--- config.mk ---
export PLATFORM = sky130hd
export DESIGN_NAME = sample_readout_serializer
export DESIGN_NICKNAME = d
export VERILOG_FILES = /design/src/rtl/rdo_pkg.sv /design/src/rtl/rdo_group_packer.sv /design/src/rtl/rdo_byte_shifter.sv /design/src/rtl/sample_readout_serializer.sv
export SDC_FILE = /design/constraint.sdc
export NUM_CORES = 1
export LEC_CHECK = 0
export ABC_AREA = 1
export BUFFER_PORTS_ARGS = -buffer_cell sky130_fd_sc_hd__buf_2
export CORE_MARGIN = 2
export CORE_UTILIZATION = 60
export CTS_BUF_LIST = sky130_fd_sc_hd__clkbuf_4 sky130_fd_sc_hd__clkbuf_8 sky130_fd_sc_hd__clkbuf_16
export CTS_CLUSTER_DIAMETER = 40
export DETAILED_ROUTE_END_ITERATION = 8
export PLACE_DENSITY = 0.84
export REMOVE_ABC_BUFFERS = 1
export SETUP_SLACK_MARGIN = 0.05
export SYNTH_ARGS = -nofsm -noshare
export SYNTH_HDL_FRONTEND = slang
export SYNTH_SLANG_ARGS = --single-unit
--- constraint.sdc ---
create_clock -name clk -period 6.38 [get_ports clk]
set_input_delay 1.276 -clock clk [delete_from_list [all_inputs] [get_ports clk]]
set_output_delay 1.276 -clock clk [all_outputs]
set_load 0.05 [all_outputs]
--- src/rtl/rdo_pkg.sv ---
package rdo_pkg;

  typedef enum logic [1:0] {
    ST_IDLE,
    ST_FETCH,
    ST_EVAL,
    ST_PUSH
  } rdo_state_e;

endpackage

--- src/rtl/rdo_group_packer.sv ---
module rdo_group_packer #(
  parameter int GROUPS  = 4,
  parameter int GROUP_W = 8,
  localparam int SW     = GROUPS * GROUP_W,
  localparam int NB_W   = $clog2(GROUPS + 1)
) (
  input  logic [SW-1:0]     sample_i,
  input  logic [GROUPS-1:0] drop_i,
  input  logic              rle_i,
  output logic [SW-1:0]     word_o,
  output logic [NB_W-1:0]   nbytes_o,
  output logic [SW-1:0]     marker_o,
  output logic [SW-1:0]     run_max_o
);

  logic [SW-1:0] packed_w;
  logic [SW-1:0] marker_w;

  // Compact the enabled groups toward bit 0 and locate the marker bit.
  always_comb begin
    int k;
    k        = 0;
    packed_w = '0;
    for (int g = 0; g < GROUPS; g++) begin
      if (!drop_i[g]) begin
        packed_w[k*GROUP_W +: GROUP_W] = sample_i[g*GROUP_W +: GROUP_W];
        k = k + 1;
      end
    end
    marker_w = '0;
    if (k != 0) marker_w[k*GROUP_W-1] = 1'b1;
    nbytes_o  = NB_W'(k);
    marker_o  = marker_w;
    run_max_o = (k != 0) ? (marker_w - SW'(1)) : '0;
    word_o    = rle_i ? (packed_w & ~marker_w) : packed_w;
  end

endmodule

--- src/rtl/rdo_byte_shifter.sv ---
module rdo_byte_shifter #(
  parameter int GROUPS  = 4,
  parameter int GROUP_W = 8,
  localparam int SW     = GROUPS * GROUP_W,
  localparam int NB_W   = $clog2(GROUPS + 1)
) (
  input  logic               clk,
  input  logic               rst_n,
  input  logic               load_i,
  input  logic [SW-1:0]      word_i,
  input  logic [NB_W-1:0]    nbytes_i,
  output logic               busy_o,
  output logic               out_valid_o,
  input  logic               out_ready_i,
  output logic [GROUP_W-1:0] out_data_o
);

  logic [SW-1:0]   word_q, word_d;
  logic [NB_W-1:0] left_q, left_d;
  logic            take;
  logic            upd_en;

  assign out_valid_o = (left_q != '0);
  assign busy_o      = out_valid_o;
  assign out_data_o  = word_q[GROUP_W-1:0];
  assign take        = out_valid_o && out_ready_i;
  assign upd_en      = load_i || take;

  always_comb begin
    word_d = word_q;
    left_d = left_q;
    if (load_i) begin
      word_d = word_i;
      left_d = nbytes_i;
    end else if (take) begin
      word_d = word_q >> GROUP_W;
      left_d = left_q - NB_W'(1);
    end
  end

  always_ff @(posedge clk or negedge rst_n) begin
    if (!rst_n) begin
      word_q <= '0;
      left_q <= '0;
    end else if (upd_en) begin
      word_q <= word_d;
      left_q <= left_d;
    end
  end

  AST_HOLD_OFFER: assert property (@(posedge clk) disable iff (!rst_n)
    out_valid_o && !out_ready_i |=> out_valid_o && $stable(out_data_o));
  AST_LOAD_WHEN_EMPTY: assert property (@(posedge clk) disable iff (!rst_n)
    load_i |-> !busy_o);

endmodule

--- src/rtl/sample_readout_serializer.sv ---
module sample_readout_serializer
  import rdo_pkg::*;
#(
  parameter int GROUPS  = 4,
  parameter int GROUP_W = 8,
  parameter int CNT_W   = 8,
  parameter int ADDR_W  = 10
) (
  input  logic                       clk,
  input  logic                       rst_n,
  input  logic                       start,
  input  logic [CNT_W-1:0]           rd_count,
  input  logic [GROUPS:0]            flags,
  output logic                       mem_rd_en,
  output logic [ADDR_W-1:0]          mem_addr,
  input  logic [GROUPS*GROUP_W-1:0]  mem_rd_data,
  output logic                       out_valid,
  input  logic                       out_ready,
  output logic [GROUP_W-1:0]         out_data,
  output logic                       done
);

  localparam int SW    = GROUPS * GROUP_W;
  localparam int NB_W  = $clog2(GROUPS + 1);
  localparam int NUM_W = CNT_W + 2;

  // Reset: asserted asynchronously, released on the clock.
  logic [1:0] rst_sync;
  logic       rst_sn;

  always_ff @(posedge clk or negedge rst_n) begin
    if (!rst_n) rst_sync <= 2'b00;
    else        rst_sync <= {rst_sync[0], 1'b1};
  end
  assign rst_sn = rst_sync[1];

  // Control state
  rdo_state_e        state_q, state_d;
  logic [GROUPS-1:0] drop_q, drop_d;
  logic              rle_q, rle_d;
  logic [NUM_W-1:0]  remain_q, remain_d;
  logic [ADDR_W-1:0] addr_q, addr_d;
  logic [SW-1:0]     prev_q, prev_d;
  logic [SW-1:0]     run_q, run_d;
  logic              have_q, have_d;
  logic              cnt_pend_q, cnt_pend_d;
  logic              smp_pend_q, smp_pend_d;
  logic [SW-1:0]     cnt_w_q, cnt_w_d;
  logic [SW-1:0]     smp_w_q, smp_w_d;

  // Datapath wires
  logic [SW-1:0]     pk_word;
  logic [NB_W-1:0]   pk_nbytes;
  logic [SW-1:0]     pk_marker;
  logic [SW-1:0]     pk_run_max;
  logic              load;
  logic [SW-1:0]     load_word;
  logic              busy;
  logic [NUM_W-1:0]  total;

  assign total    = {rd_count, 2'b00};
  assign mem_addr = addr_q;

  rdo_group_packer #(
    .GROUPS  (GROUPS),
    .GROUP_W (GROUP_W)
  ) u_packer (
    .sample_i  (mem_rd_data),
    .drop_i    (drop_q),
    .rle_i     (rle_q),
    .word_o    (pk_word),
    .nbytes_o  (pk_nbytes),
    .marker_o  (pk_marker),
    .run_max_o (pk_run_max)
  );

  rdo_byte_shifter #(
    .GROUPS  (GROUPS),
    .GROUP_W (GROUP_W)
  ) u_shifter (
    .clk         (clk),
    .rst_n       (rst_sn),
    .load_i      (load),
    .word_i      (load_word),
    .nbytes_i    (pk_nbytes),
    .busy_o      (busy),
    .out_valid_o (out_valid),
    .out_ready_i (out_ready),
    .out_data_o  (out_data)
  );

  // Next-state logic
  always_comb begin
    state_d    = state_q;
    drop_d     = drop_q;
    rle_d      = rle_q;
    remain_d   = remain_q;
    addr_d     = addr_q;
    prev_d     = prev_q;
    run_d      = run_q;
    have_d     = have_q;
    cnt_pend_d = cnt_pend_q;
    smp_pend_d = smp_pend_q;
    cnt_w_d    = cnt_w_q;
    smp_w_d    = smp_w_q;
    mem_rd_en  = 1'b0;
    load       = 1'b0;
    load_word  = '0;
    done       = 1'b0;

    unique case (state_q)
      ST_IDLE: begin
        if (start) begin
          drop_d     = flags[GROUPS-1:0];
          rle_d      = flags[GROUPS];
          remain_d   = total;
          addr_d     = ADDR_W'(total - NUM_W'(1));
          run_d      = '0;
          have_d     = 1'b0;
          cnt_pend_d = 1'b0;
          smp_pend_d = 1'b0;
          state_d    = ST_PUSH;
        end
      end

      ST_FETCH: begin
        mem_rd_en = 1'b1;
        state_d   = ST_EVAL;
      end

      ST_EVAL: begin
        remain_d = remain_q - NUM_W'(1);
        addr_d   = addr_q - ADDR_W'(1);
        if (!rle_q) begin
          smp_w_d    = pk_word;
          smp_pend_d = 1'b1;
        end else if (have_q && (pk_word == prev_q) && (run_q < pk_run_max)) begin
          run_d = run_q + SW'(1);
        end else begin
          cnt_pend_d = have_q && (run_q != '0);
          cnt_w_d    = run_q | pk_marker;
          smp_w_d    = pk_word;
          smp_pend_d = 1'b1;
          prev_d     = pk_word;
          have_d     = 1'b1;
          run_d      = '0;
        end
        state_d = ST_PUSH;
      end

      ST_PUSH: begin
        if (!busy) begin
          if (cnt_pend_q) begin
            load       = 1'b1;
            load_word  = cnt_w_q;
            cnt_pend_d = 1'b0;
          end else if (smp_pend_q) begin
            load       = 1'b1;
            load_word  = smp_w_q;
            smp_pend_d = 1'b0;
          end else if (remain_q != '0) begin
            state_d = ST_FETCH;
          end else if (run_q != '0) begin
            cnt_w_d    = run_q | pk_marker;
            cnt_pend_d = 1'b1;
            run_d      = '0;
          end else begin
            done    = 1'b1;
            state_d = ST_IDLE;
          end
        end
      end

      default: state_d = ST_IDLE;
    endcase
  end

  // State registers
  always_ff @(posedge clk or negedge rst_sn) begin
    if (!rst_sn) begin
      state_q    <= ST_IDLE;
      drop_q     <= '0;
      rle_q      <= 1'b0;
      remain_q   <= '0;
      addr_q     <= '0;
      prev_q     <= '0;
      run_q      <= '0;
      have_q     <= 1'b0;
      cnt_pend_q <= 1'b0;
      smp_pend_q <= 1'b0;
      cnt_w_q    <= '0;
      smp_w_q    <= '0;
    end else begin
      state_q    <= state_d;
      drop_q     <= drop_d;
      rle_q      <= rle_d;
      remain_q   <= remain_d;
      addr_q     <= addr_d;
      prev_q     <= prev_d;
      run_q      <= run_d;
      have_q     <= have_d;
      cnt_pend_q <= cnt_pend_d;
      smp_pend_q <= smp_pend_d;
      cnt_w_q    <= cnt_w_d;
      smp_w_q    <= smp_w_d;
    end
  end

  AST_IDLE_QUIET: assert property (@(posedge clk) disable iff (!rst_sn)
    state_q == ST_IDLE |-> !out_valid);
  AST_READ_SPACED: assert property (@(posedge clk) disable iff (!rst_sn)
    mem_rd_en |=> !mem_rd_en);
  AST_SAMPLE_MARKER: assert property (@(posedge clk) disable iff (!rst_sn)
    load && rle_q && !cnt_pend_q |-> (load_word & pk_marker) == '0);
  AST_RUN_LIMIT: assert property (@(posedge clk) disable iff (!rst_sn)
    run_q <= pk_run_max);
  AST_DONE_PULSE: assert property (@(posedge clk) disable iff (!rst_sn)
    done |=> !done);
  AST_DONE_DRAINED: assert property (@(posedge clk) disable iff (!rst_sn)
    done |-> !out_valid);

endmodule

==> results by group, run 1 <==
STA
  • # setup viols final: 0
  • Final hold vios: 0
  • Tmin final: 5708 ps
  • Fin crit share: 89.47%
  • Setup ws final: 672.1 ps
  • Setup TNS Final: 0 ps
  • Worst-Margin Slew: 969.2 ps
  • Highest clock rate: 175.2 MHz
  • Worst slew margin: 35.38%
  • Clock Skews: 20.98 ps
  • RSZ-0062 raised after global routing: no
  • Pins over their slew limit: 0

Clock tree
  • Clock buffers created by TritonCTS: 17
  • Root Buffer Master: clkbuf_16
  • Clock slew seen by the registers of the worst setup and hold paths: 80 ps
  • TritonCTS clock tree: done
  • H-tree depth: 4
  • Hold_buf cts: 0
  • Clock Sinks: 195
  • Clock Latency Late Sink: 450 ps
  • Clock tree buffer depth: 2

Global route
  • GRT Resource Usage Total: 31.89%
  • Global-route wire length before repair: 51870 um
  • Initial antenna violation count: 0
  • Vias in the first global route: 10320
  • Pin count of the biggest net entering global routing: 75
  • Grt total ovfl: 0

Logic synthesis
  • Flops & latches, synth: 195
  • Mapped Area: 11850 sq um
  • Top post-synthesis cells by area: dfrtp_1 (41%), nand2_1 (13%), inv_1 (6.1%)
  • Register area share after synthesis: 41.18%
  • Post-synth ARST share: 100.0%
  • Main flop type after synthesis: dfrtp_1
  • Top cell type's share of synthesized area: 41.18%
  • Mapped Avg Cell Area: 7.562 sq um
  • Leading area contributor after synthesis: dfrtp_1
  • Cell variety after synth: 52
  • Number of flops mapped to enable cells by yosys: 0
  • Ys Warns: 0
  • Gate count of the mapped netlist: 1567

Floorplan
  • Starting Density: 61.09%
  • Die width: 144.5 um
  • Num ports: 70
  • Num rows: 51
  • Die H: 144.5 um
  • Core area: 19400 sq um
  • Die area: 20890 sq um

Job
  • Max-cap viol count: 0

Setup path
  • Critical path arrival: 6000 ps
  • Worst path slowest cell: fa_1
  • CP startpoint kind: flip-flop
  • Worst path max stage delay: 680 ps
  • CP endpoint kind: flip-flop
  • Cell family with most CP delay: simple AND/OR/NAND/NOR gates
  • Worst-path fanout max: 63
  • Worst path required time: 6670 ps
  • Buf+Inv Stages, Crit Path: 4
  • Class of the most critical setup path: reg -> reg

Place
  • Post-Place Cells: 1854
  • Placer congestion estimate: 0.9814
  • I/O Buffers: 69
  • Detailed Place HPWL: 23430 um
  • Pre-CTS WS: 320.7 ps

Hold path
  • Hold Path Class: reg -> reg

Cells and area
  • Layout Cells excl Fill: 1887
  • Layout cell share with drive strength beyond 1: 10.23%
  • Fillcell total: 1621
  • N_diodes: 0
  • Area of the multi-input gates: 5842 sq um
  • Flip-flop and latch area: 4885 sq um
  • Nets: 1710
  • Layout area overhead: 8.985%

Outcome
  • Status: finished clean

Detailed routing
  • DR pass1 iterations: 5
  • Drt drc: 0
  • Vias per inst: 5.830
  • Total number of vias: 11000
  • DR WL/cell: 17.03 um
  • Routed Antenna Nets: 0
  • DRT Wirelength: 32130 um
  • Drt initial violations: 1023

Power
  • Pleak: 6.337 nW
  • Pwr Density: 528.8 nW/um^2
  • VDD IR max: 0.3736 mV
## layout by cell type, fill, tap and decap left out, types with 4 or more instances in the layout
master       n
a211oi_1     4
buf_4       14
nand3_1    120
clkbuf_16   17
a21oi_2      5
nand2_4      4
o21ai_0    111
o211ai_1     9
nand4_1     27
a22oi_1     24
inv_1      193
a21oi_1     38
a31oi_1      5
nor2_2       7
o21ai_1     30
or2_2        5
inv_8        5
ha_1        51
nor2_1     128
xor2_1      37
xnor2_1      6
o21a_1       6
clkinv_1     5
o22ai_1     13
inv_6        5
nor3_1      18
dfrtp_1    193
buf_2       69
o221ai_1    12
nor4_1      15
nand2_1    397
nand2_2      5
inv_2        8
## flip-flops by register name, summed over array words and instances (netlist names), 2 cells and up
register          count
cnt_w_q              32
drop_q                4
mem_addr             10
prev_q               32
remain_q             10
rst_sync              2
run_q                32
smp_w_q              32
state_q               2
u_shifter.left_q      3
u_shifter.word_q     32
## routing by layer
| metal | wire length [um] | global-route usage [%] | part of all wire, % |
|---|---|---|---|
| met5 | 0 | 0 | 0 |
| met4 | 862 | 10.78 | 2.7 |
| met3 | 2761 | 6.093 | 8.6 |
| met2 | 15050 | 50.89 | 47 |
| met1 | 13460 | 43.90 | 42 |
## worst paths after layout
| path | start | end | slack, ps | depth (start not counted) |
|---|---|---|---|---|
| max | drop_q[0] | prev_q[7] | 670 | 32 |
| min | rst_sync[0] | rst_sync[1] | 350 | 0 |
| max reg2reg | drop_q[0] | prev_q[7] | 670 | 32 |
| min reg2reg | rst_sync[0] | rst_sync[1] | 350 | 0 |
| max in group asynchronous | rst_sync[1] | u_shifter.left_q[1] | 4620 | 1 |
| min in group asynchronous | rst_sync[1] | prev_q[23] | 360 | 0 |
## report_power, final
part | switching (W) | total, W | leakage [nW] | internal [W]
clock | 0.000557 | 0.00109 | 0.294 | 0.000535
sequential | 0.000213 | 0.00172 | 2.59 | 0.00151
combinational | 0.00280 | 0.00401 | 3.45 | 0.00121
total | 0.00357 | 0.00683 | 6.34 | 0.00326
## cell families after synthesis
group                    after synthesis  synth area share [%]
AND/OR/NAND/NOR                      738                 26.92
AO/OA/AOI/OAI                        269                 13.46
other                                  1               0.03165
buffers and inverters                269                 9.672
XOR/XNOR                              43                 3.178
adder cells (fa/ha/maj)               52                 5.554
flip-flops                           195                 41.18
## synthesized netlist by cell type, types with 8 or more instances
cell type	number
nor2_1	129
clkbuf_1	24
buf_2	13
buf_6	8
inv_1	193
nand2_1	397
nand4_1	27
o22ai_1	13
nor4_1	15
buf_4	16
a22oi_1	24
nor3_1	18
o21ai_0	111
o221ai_1	12
xor2_1	37
nand3_1	120
o211ai_1	9
a21oi_1	38
inv_2	8
dfrtp_1	195
ha_1	51
o21ai_1	30
## repair_timing
action / in CTS / in global routing
endpoints found under the setup margin: 0 / 127
setup buffers: 0 / 1
gates resized for setup: 0 / 10
## worst reg2reg max path: cells and delay by family (launching register included)
family,cells,cell delay [ps]
AND/OR/NAND/NOR,21,2460
adder cells (fa/ha/maj),5,1780
buffers and inverters,4,540
flip-flops,1,520
AO/OA/AOI/OAI,2,250
## final cells by class
cell class	count	area share, %
multi-input cells	1103	45.23
flip-flops and latches	195	37.82
inverters	207	6.045
repair buffers	85	3.691
clock buffers	17	3.294
well taps	265	2.567
clock inverters	15	1.347
## through the flow
step           total power, W  util (%)  hold slack [ps]  area (sq um)
6_report             0.006829     66.58            354.0         12910
3_3_place_gp         0.005446     63.27            334.8         12270
5_1_grt              0.007396     66.58            357.9         12910
3_5_place_dp         0.005598     63.27            339.7         12270
2_1_floorplan        0.004540         -            331.2         11480
4_1_cts              0.006730     66.36            356.9         12870
(Power assumes the default switching activity.)
==> run 2: changes to the inputs <==
--- a/config.mk
+++ b/config.mk
@@ -7,12 +7,14 @@
 export LEC_CHECK = 0
 export ABC_AREA = 1
 export BUFFER_PORTS_ARGS = -buffer_cell sky130_fd_sc_hd__buf_2
+export CELL_PAD_IN_SITES_DETAIL_PLACEMENT = 1
+export CELL_PAD_IN_SITES_GLOBAL_PLACEMENT = 2
 export CORE_MARGIN = 2
-export CORE_UTILIZATION = 60
+export CORE_UTILIZATION = 36
 export CTS_BUF_LIST = sky130_fd_sc_hd__clkbuf_4 sky130_fd_sc_hd__clkbuf_8 sky130_fd_sc_hd__clkbuf_16
 export CTS_CLUSTER_DIAMETER = 40
 export DETAILED_ROUTE_END_ITERATION = 8
-export PLACE_DENSITY = 0.84
+export PLACE_DENSITY = 0.85
 export REMOVE_ABC_BUFFERS = 1
 export SETUP_SLACK_MARGIN = 0.05
 export SYNTH_ARGS = -nofsm -noshare
==> run 2 against run 1 <==
Sequential power barely moved. Count of clock-buffer cells in the layout is 1 higher. Highest routed layer is now met5. Worst setup slack worse by 51 ps. Critical endpoint is now smp_w_q[2]. Largest cell class unchanged. Sequential cell count unchanged. Cell count is 9.6% higher.
==> results by group, run 2 (synthesis results as in run 1) <==
Setup path
  • Worst path slowest cell: fa_1
  • Cell family with most CP delay: simple AND/OR/NAND/NOR gates
  • CP endpoint kind: flip-flop
  • Setup slack, reg-to-reg: 620 ps (-50 ps)
  • Critical R2R Capture: smp_w_q[2]
  • Worst reg2reg path depth: 33 (+3.1%)
  • Buf+Inv Stages, Crit Path: 5 (+1)
  • Critical path arrival: 6090 ps (+90 ps)
  • R2r startpoint: drop_q[2]
  • CP startpoint kind: flip-flop
  • Class of the most critical setup path: reg -> reg
  • Worst path required time: 6720 ps (+50 ps)
  • Critical path's most frequent cell: nand2_1
  • Worst-path fanout max: 46 (-27%)
  • Worst path max stage delay: 650 ps (-30 ps)

Power
  • Pleak: 6.347 nW (+0.16%)
  • Pwr Density: 527.5 nW/um^2 (-0.24%)
  • VDD IR max: 0.2464 mV (-34%)

Detailed routing
  • DR pass1 iterations: 5 (unchanged)
  • Top Layer Used: met5
  • Vias per inst: 5.215 (-11%)
  • Met2 wire len: 17950 um (+19%)
  • Met3 Routed Length: 1243 um (-55%)
  • DR WL/cell: 18.41 um (+8.1%)
  • DRT Wirelength: 38060 um (+18%)
  • Drt initial violations: 572 (-44%)
  • Met1 wire length: 18120 um (+35%)
  • Routed Antenna Nets: 0 (unchanged)
  • Total number of vias: 10780 (-2.0%)
  • Drt drc: 0 (unchanged)

Clock tree
  • Clock buffers created by TritonCTS: 17 (unchanged)
  • Clock slew seen by the registers of the worst setup and hold paths: 70 ps (about the same)
  • Clock tree buffer depth: 2 (unchanged)
  • TritonCTS clock tree: done
  • H-tree depth: 4 (unchanged)
  • Hold_buf cts: 0 (unchanged)
  • Clock Sinks: 195 (unchanged)
  • Clock Latency Late Sink: 460 ps (about the same)
  • Root Buffer Master: clkbuf_16

Outcome
  • Status: finished clean

Cells and area
  • Commonest non-fill, non-tap cell in the layout: nand2_1
  • N_diodes: 0 (unchanged)
  • Fillcell total: 4076 (+150%)
  • Nets: 1714 (+0.23%)
  • Layout cell share with drive strength beyond 1: 10.46% (+0.22 points)
  • Area of the multi-input gates: 5834 sq um (-0.13%)
  • Flip-flop and latch area: 4883 sq um (about the same)
  • Layout area overhead: 11.00%
  • Most frequent cells in the layout: nand2_1 (396), dfrtp_1 (194), inv_1 (193)

Floorplan
  • Num ports: 70 (unchanged)
  • Die area: 34380 sq um (+65%)
  • Starting Density: 36.51% (-25 points)
  • Core area: 32450 sq um (+67%)
  • Num rows: 66 (+29%)
  • Die H: 185.4 um (+28%)
  • Die width: 185.4 um (+28%)

STA
  • Final hold vios: 0 (unchanged)
  • RSZ-0062 raised after global routing: no
  • Worst slew margin: 45.60% (+10 points)
  • Worst-Margin Slew: 816.1 ps (-153.2 ps)
  • Pins over their slew limit: 0 (unchanged)
  • Worst hold slack: 351.7 ps (-2.239 ps)
  • Setup TNS Final: 0 ps (unchanged)
  • Clock Skews: 11.54 ps (-9.440 ps)
  • # setup viols final: 0 (unchanged)
  • Tmin final: 5759 ps (+50.88 ps)
  • Fin crit share: 90.26% (+0.80 points)
  • Highest clock rate: 173.6 MHz (-0.88%)

Hold path
  • Hold Path Sink: rst_sync[1]
  • Hold Path Class: reg -> reg
  • WHS Path Cells: 0 (unchanged)
  • Hold Path Origin: rst_sync[0]

Place
  • I/O Buffers: 69 (unchanged)
  • Placer congestion estimate: 0.8982 (-8.5%)
  • Detailed Place HPWL: 29280 um (+25%)

Global route
  • Initial antenna violation count: 1 (+1)
  • Vias in the first global route: 11100 (+7.5%)
  • GRT Resource Usage Total: 23.22% (-8.7 points)
  • Global-route wire length before repair: 60980 um (+18%)
  • Grt total ovfl: 0 (unchanged)
  • Pin count of the biggest net entering global routing: 64 (-15%)

Job
  • Max-cap viol count: 0 (unchanged)
run 2: where the power goes:
part / total (W) / switching [W] / internal [W]
clock network: 0.00107 / 0.000547 / 0.000524
registers: 0.00172 / 0.000211 / 0.00151
logic: 0.00415 / 0.00290 / 0.00124
run 2: through the flow:
stage | total power [W] | std cells | utilization [%] | instance area [sq um] | setup WS (ps)
6_report | 0.006939 | 2068 | 40.53 | 13150 | 621.2
5_1_grt | 0.007596 | 2068 | 40.53 | 13150 | 104.9
4_1_cts | 0.006954 | 2066 | 40.43 | 13120 | 188.8
3_5_place_dp | 0.005851 | 2034 | 38.65 | 12540 | 201.1
2_1_floorplan | 0.004540 | 1505 | - | 11480 | 320.0
3_3_place_gp | 0.005654 | 2034 | 38.65 | 12540 | 473.4
run 2: worst max path at each step:
stage | from | end | slack, ps | depth (start not counted)
2_1_floorplan | drop_q[0] | cnt_w_q[10] | 320 | 32
4_1_cts | drop_q[1] | smp_w_q[31] | 190 | 36
6_report | drop_q[2] | smp_w_q[2] | 620 | 33
3_5_place_dp | drop_q[1] | smp_w_q[31] | 200 | 34
5_1_grt | drop_q[2] | smp_w_q[4] | 100 | 33
3_3_place_gp | drop_q[1] | smp_w_q[2] | 470 | 36
run 2: routing by layer:
metal	vias to the layer above	global-route usage (%)
met1	5363	31.32
met4	2	6.698
met5	-	0
li1	5213	-
met2	162	38.58
met3	44	3.441
run 2: layout make-up:
cell class	count	share of cell area [%]
clock buffers	18	3.291
clock inverters	14	1.103
inverters	207	5.935
multi-input cells	1103	44.35
flip-flops and latches	195	37.13
well taps	442	4.204
repair buffers	89	3.986
run 2: what timing repair did:
item,in CTS,in global routing
gates resized for setup,0,6
setup buffers,0,2
endpoints found under the setup margin,0,130
==> run 3: changes to the inputs <==
==> constraint.sdc (replaced) <==
create_clock -name clk -period 6.4 [get_ports clk]
set_input_delay 1.28 -clock clk [delete_from_list [all_inputs] [get_ports clk]]
set_output_delay 1.28 -clock clk [all_outputs]
set_load 0.05 [all_outputs]
==> run 3 against run 2 <==
First-iteration DRC count up 25%. Register-to-register slack better by 100 ps. Clock power up 7%. Global-route usage about the same. Via count down 1.0%. Critical path depth unchanged. Hold slack better by 2.7 ps. Worst setup slack better by 100 ps. Fmax up 1.5%. Utilization about the same. Cell count down 0.19%. Critical endpoint is now smp_w_q[4]. Largest power group unchanged. Highest routed layer is now met4.
==> results by group, run 3 (synthesis results as in run 1) <==
Global route
  • Pin count of the biggest net entering global routing: 71 (+11%)
  • Vias in the first global route: 11010 (-0.81%)
  • Grt total ovfl: 0 (unchanged)
  • Initial antenna violation count: 0 (-1)
  • Global-route wire length before repair: 61310 um (+0.55%)
  • GRT Resource Usage Total: 23.17% (-0.049 points)

Floorplan
  • Die H: 185.4 um (unchanged)
  • Num rows: 66 (unchanged)
  • Num ports: 70 (unchanged)
  • Die width: 185.4 um (unchanged)
  • Core area: 32450 sq um (unchanged)
  • Die area: 34380 sq um (unchanged)
  • Starting Density: 36.51% (unchanged)

Clock tree
  • Clock tree buffer depth: 2 (unchanged)
  • Hold_buf cts: 0 (unchanged)
  • Clock Latency Late Sink: 460 ps (about the same)
  • H-tree depth: 4 (unchanged)
  • Clock Sinks: 195 (unchanged)
  • Root Buffer Master: clkbuf_16
  • Clock slew seen by the registers of the worst setup and hold paths: 80 ps (about the same)
  • TritonCTS clock tree: done
  • Clock buffers created by TritonCTS: 17 (unchanged)

Place
  • Post-Place Cells: 2031 (-0.15%)
  • Pre-CTS WS: 187.3 ps (-13.79 ps)
  • I/O Buffers: 69 (unchanged)
  • Placer congestion estimate: 0.8916 (-0.73%)
  • Detailed Place HPWL: 28840 um (-1.5%)

STA
  • Fin crit share: 88.68% (-1.6 points)
  • Tmin final: 5675 ps (-83.40 ps)
  • Worst-Margin Slew: 1021 ps (+205.2 ps)
  • RSZ-0062 raised after global routing: no
  • Setup TNS Final: 0 ps (unchanged)
  • Worst slew margin: 31.92% (-14 points)
  • Setup ws final: 724.6 ps (+103.4 ps)
  • Clock Skews: 12.39 ps (+0.8537 ps)
  • Final hold vios: 0 (unchanged)
  • # setup viols final: 0 (unchanged)
  • Highest clock rate: 176.2 MHz (+1.5%)
  • Pins over their slew limit: 0 (unchanged)

Cells and area
  • Layout area overhead: 11.05% (about the same)
  • Commonest non-fill, non-tap cell in the layout: nand2_1
  • Layout cell share with drive strength beyond 1: 10.42% (-0.036 points)
  • Nets: 1710 (-0.23%)
  • N_diodes: 0 (unchanged)
  • Layout Cells excl Fill: 2064 (-0.19%)
  • Most frequent cells in the layout: nand2_1 (396), inv_1 (193), dfrtp_1 (192)

Setup path
  • CP endpoint kind: flip-flop
  • Critical path arrival: 6000 ps (-90 ps)
  • CP startpoint kind: flip-flop
  • Worst path required time: 6730 ps (about the same)
  • Worst-path fanout max: 52 (+13%)
  • Setup slack, reg-to-reg: 720 ps (+100 ps)
  • Worst path max stage delay: 680 ps (+30 ps)
  • Class of the most critical setup path: reg -> reg
  • Critical path's most frequent cell: nand2_1
  • Worst path slowest cell: fa_2

Power
  • Seq pwr share: 24.7% (about the same)
  • VDD IR max: 0.2519 mV (+2.2%)
  • Total chip power: 0.007009 W (+1.0%)
  • Internal power: 0.003343 W (+2.0%)
  • Logic pwr share: 59.0% (-0.8 points)
  • Clock share of power: 16.3% (+0.9 points)
  • Switching part of the total: 52.30% (-0.44 points)
  • Pleak: 6.336 nW (-0.18%)
  • P_sw: 0.003666 W (+0.16%)
  • Pwr Density: 532.6 nW/um^2 (+0.96%)

Detailed routing
  • Drt drc: 0 (unchanged)
  • Drt initial violations: 715 (+25%)
  • Vias per inst: 5.172 (-0.81%)
  • DR WL/cell: 18.31 um (-0.52%)
  • Routed Antenna Nets: 0 (unchanged)
  • DRT Wirelength: 37790 um (-0.71%)
  • Total number of vias: 10680 (-1.0%)
  • DR pass1 iterations: 6 (+1)

Hold path
  • Hold Path Class: reg -> reg

Job
  • Max-cap viol count: 0 (unchanged)

Outcome
  • Status: finished clean
==> run 3: cell count changes in the layout (fill, tap and decap cells not counted), sizes merged <==
| cell | before | now |
|---|---|---|
| bufinv | 0 | 2 |
| clkinvlp | 2 | 3 |
| clkinv | 13 | 6 |
| buf | 89 | 85 |
| inv | 206 | 209 |
| clkbuf | 18 | 19 |
==> run 3: metrics by stage <==
| stage | hold slack, ps | area (sq um) | utilization [%] |
|---|---|---|---|
| 2_1_floorplan | 331.2 | 11480 | - |
| 3_3_place_gp | 335.4 | 12510 | 38.54 |
| 3_5_place_dp | 337.9 | 12510 | 38.54 |
| 4_1_cts | 355.6 | 13120 | 40.42 |
| 5_1_grt | 372.2 | 13160 | 40.55 |
| 6_report | 354.4 | 13160 | 40.55 |
==> run 3: layout make-up <==
cell class                      count  area, sq um
Clock buffer                       19        446.7
Timing Repair Buffer               85        485.5
Multi-Input combinational cell   1103         5847
Clock inverter                     13        161.4
Sequential cell                   195         4886
Inverter                          207        780.7
Tap cell                          442        553.0
Fill cell                        4065        19290
==> run 3: timing repair <==
item | in CTS | in global routing
gates resized for setup | 0 | 12
endpoints found under the setup margin | 0 | 131
setup buffers | 0 | 1
==> run 3: metal layers <==
metal / routed length (um) / vias to the layer above / GRT usage (%)
met5: 0 / - / 0
met2: 18010 / 159 / 38.66
met3: 1131 / 20 / 2.438
met4: 310 / 0 / 4.571
li1: - / 5221 / -
met1: 18340 / 5276 / 32.58
==> run 3: path summary, 6_finish.rpt <==
kind / from / cells after the start / endpoint
max: drop_q[0] / 33 / smp_w_q[4]
min: rst_sync[0] / 0 / rst_sync[1]
max reg2reg: drop_q[0] / 33 / smp_w_q[4]
min reg2reg: rst_sync[0] / 0 / rst_sync[1]
max in group asynchronous: rst_sync[1] / 1 / smp_w_q[11]
min in group asynchronous: rst_sync[1] / 0 / drop_q[3]
==> run 3: power by group through the flow <==
stage	Combinational [W]	Sequential, W	Clock, W
5_1_grt	0.00468	0.00177	0.00122
3_3_place_gp	0.00389	0.00173	0
3_5_place_dp	0.00406	0.00175	0
6_report	0.00413	0.00173	0.00115
2_1_floorplan	0.00273	0.00180	0
4_1_cts	0.00409	0.00173	0.00117
==> run 3: worst max-delay path, delay by kind of cell, from the launching register on <==
kind	cells	cell delay, ps
compound gates	1	40
fa+ha+maj	5	1770
xor+xnor	1	170
simple gates	21	2470
flops	1	520
buf+inv	5	520
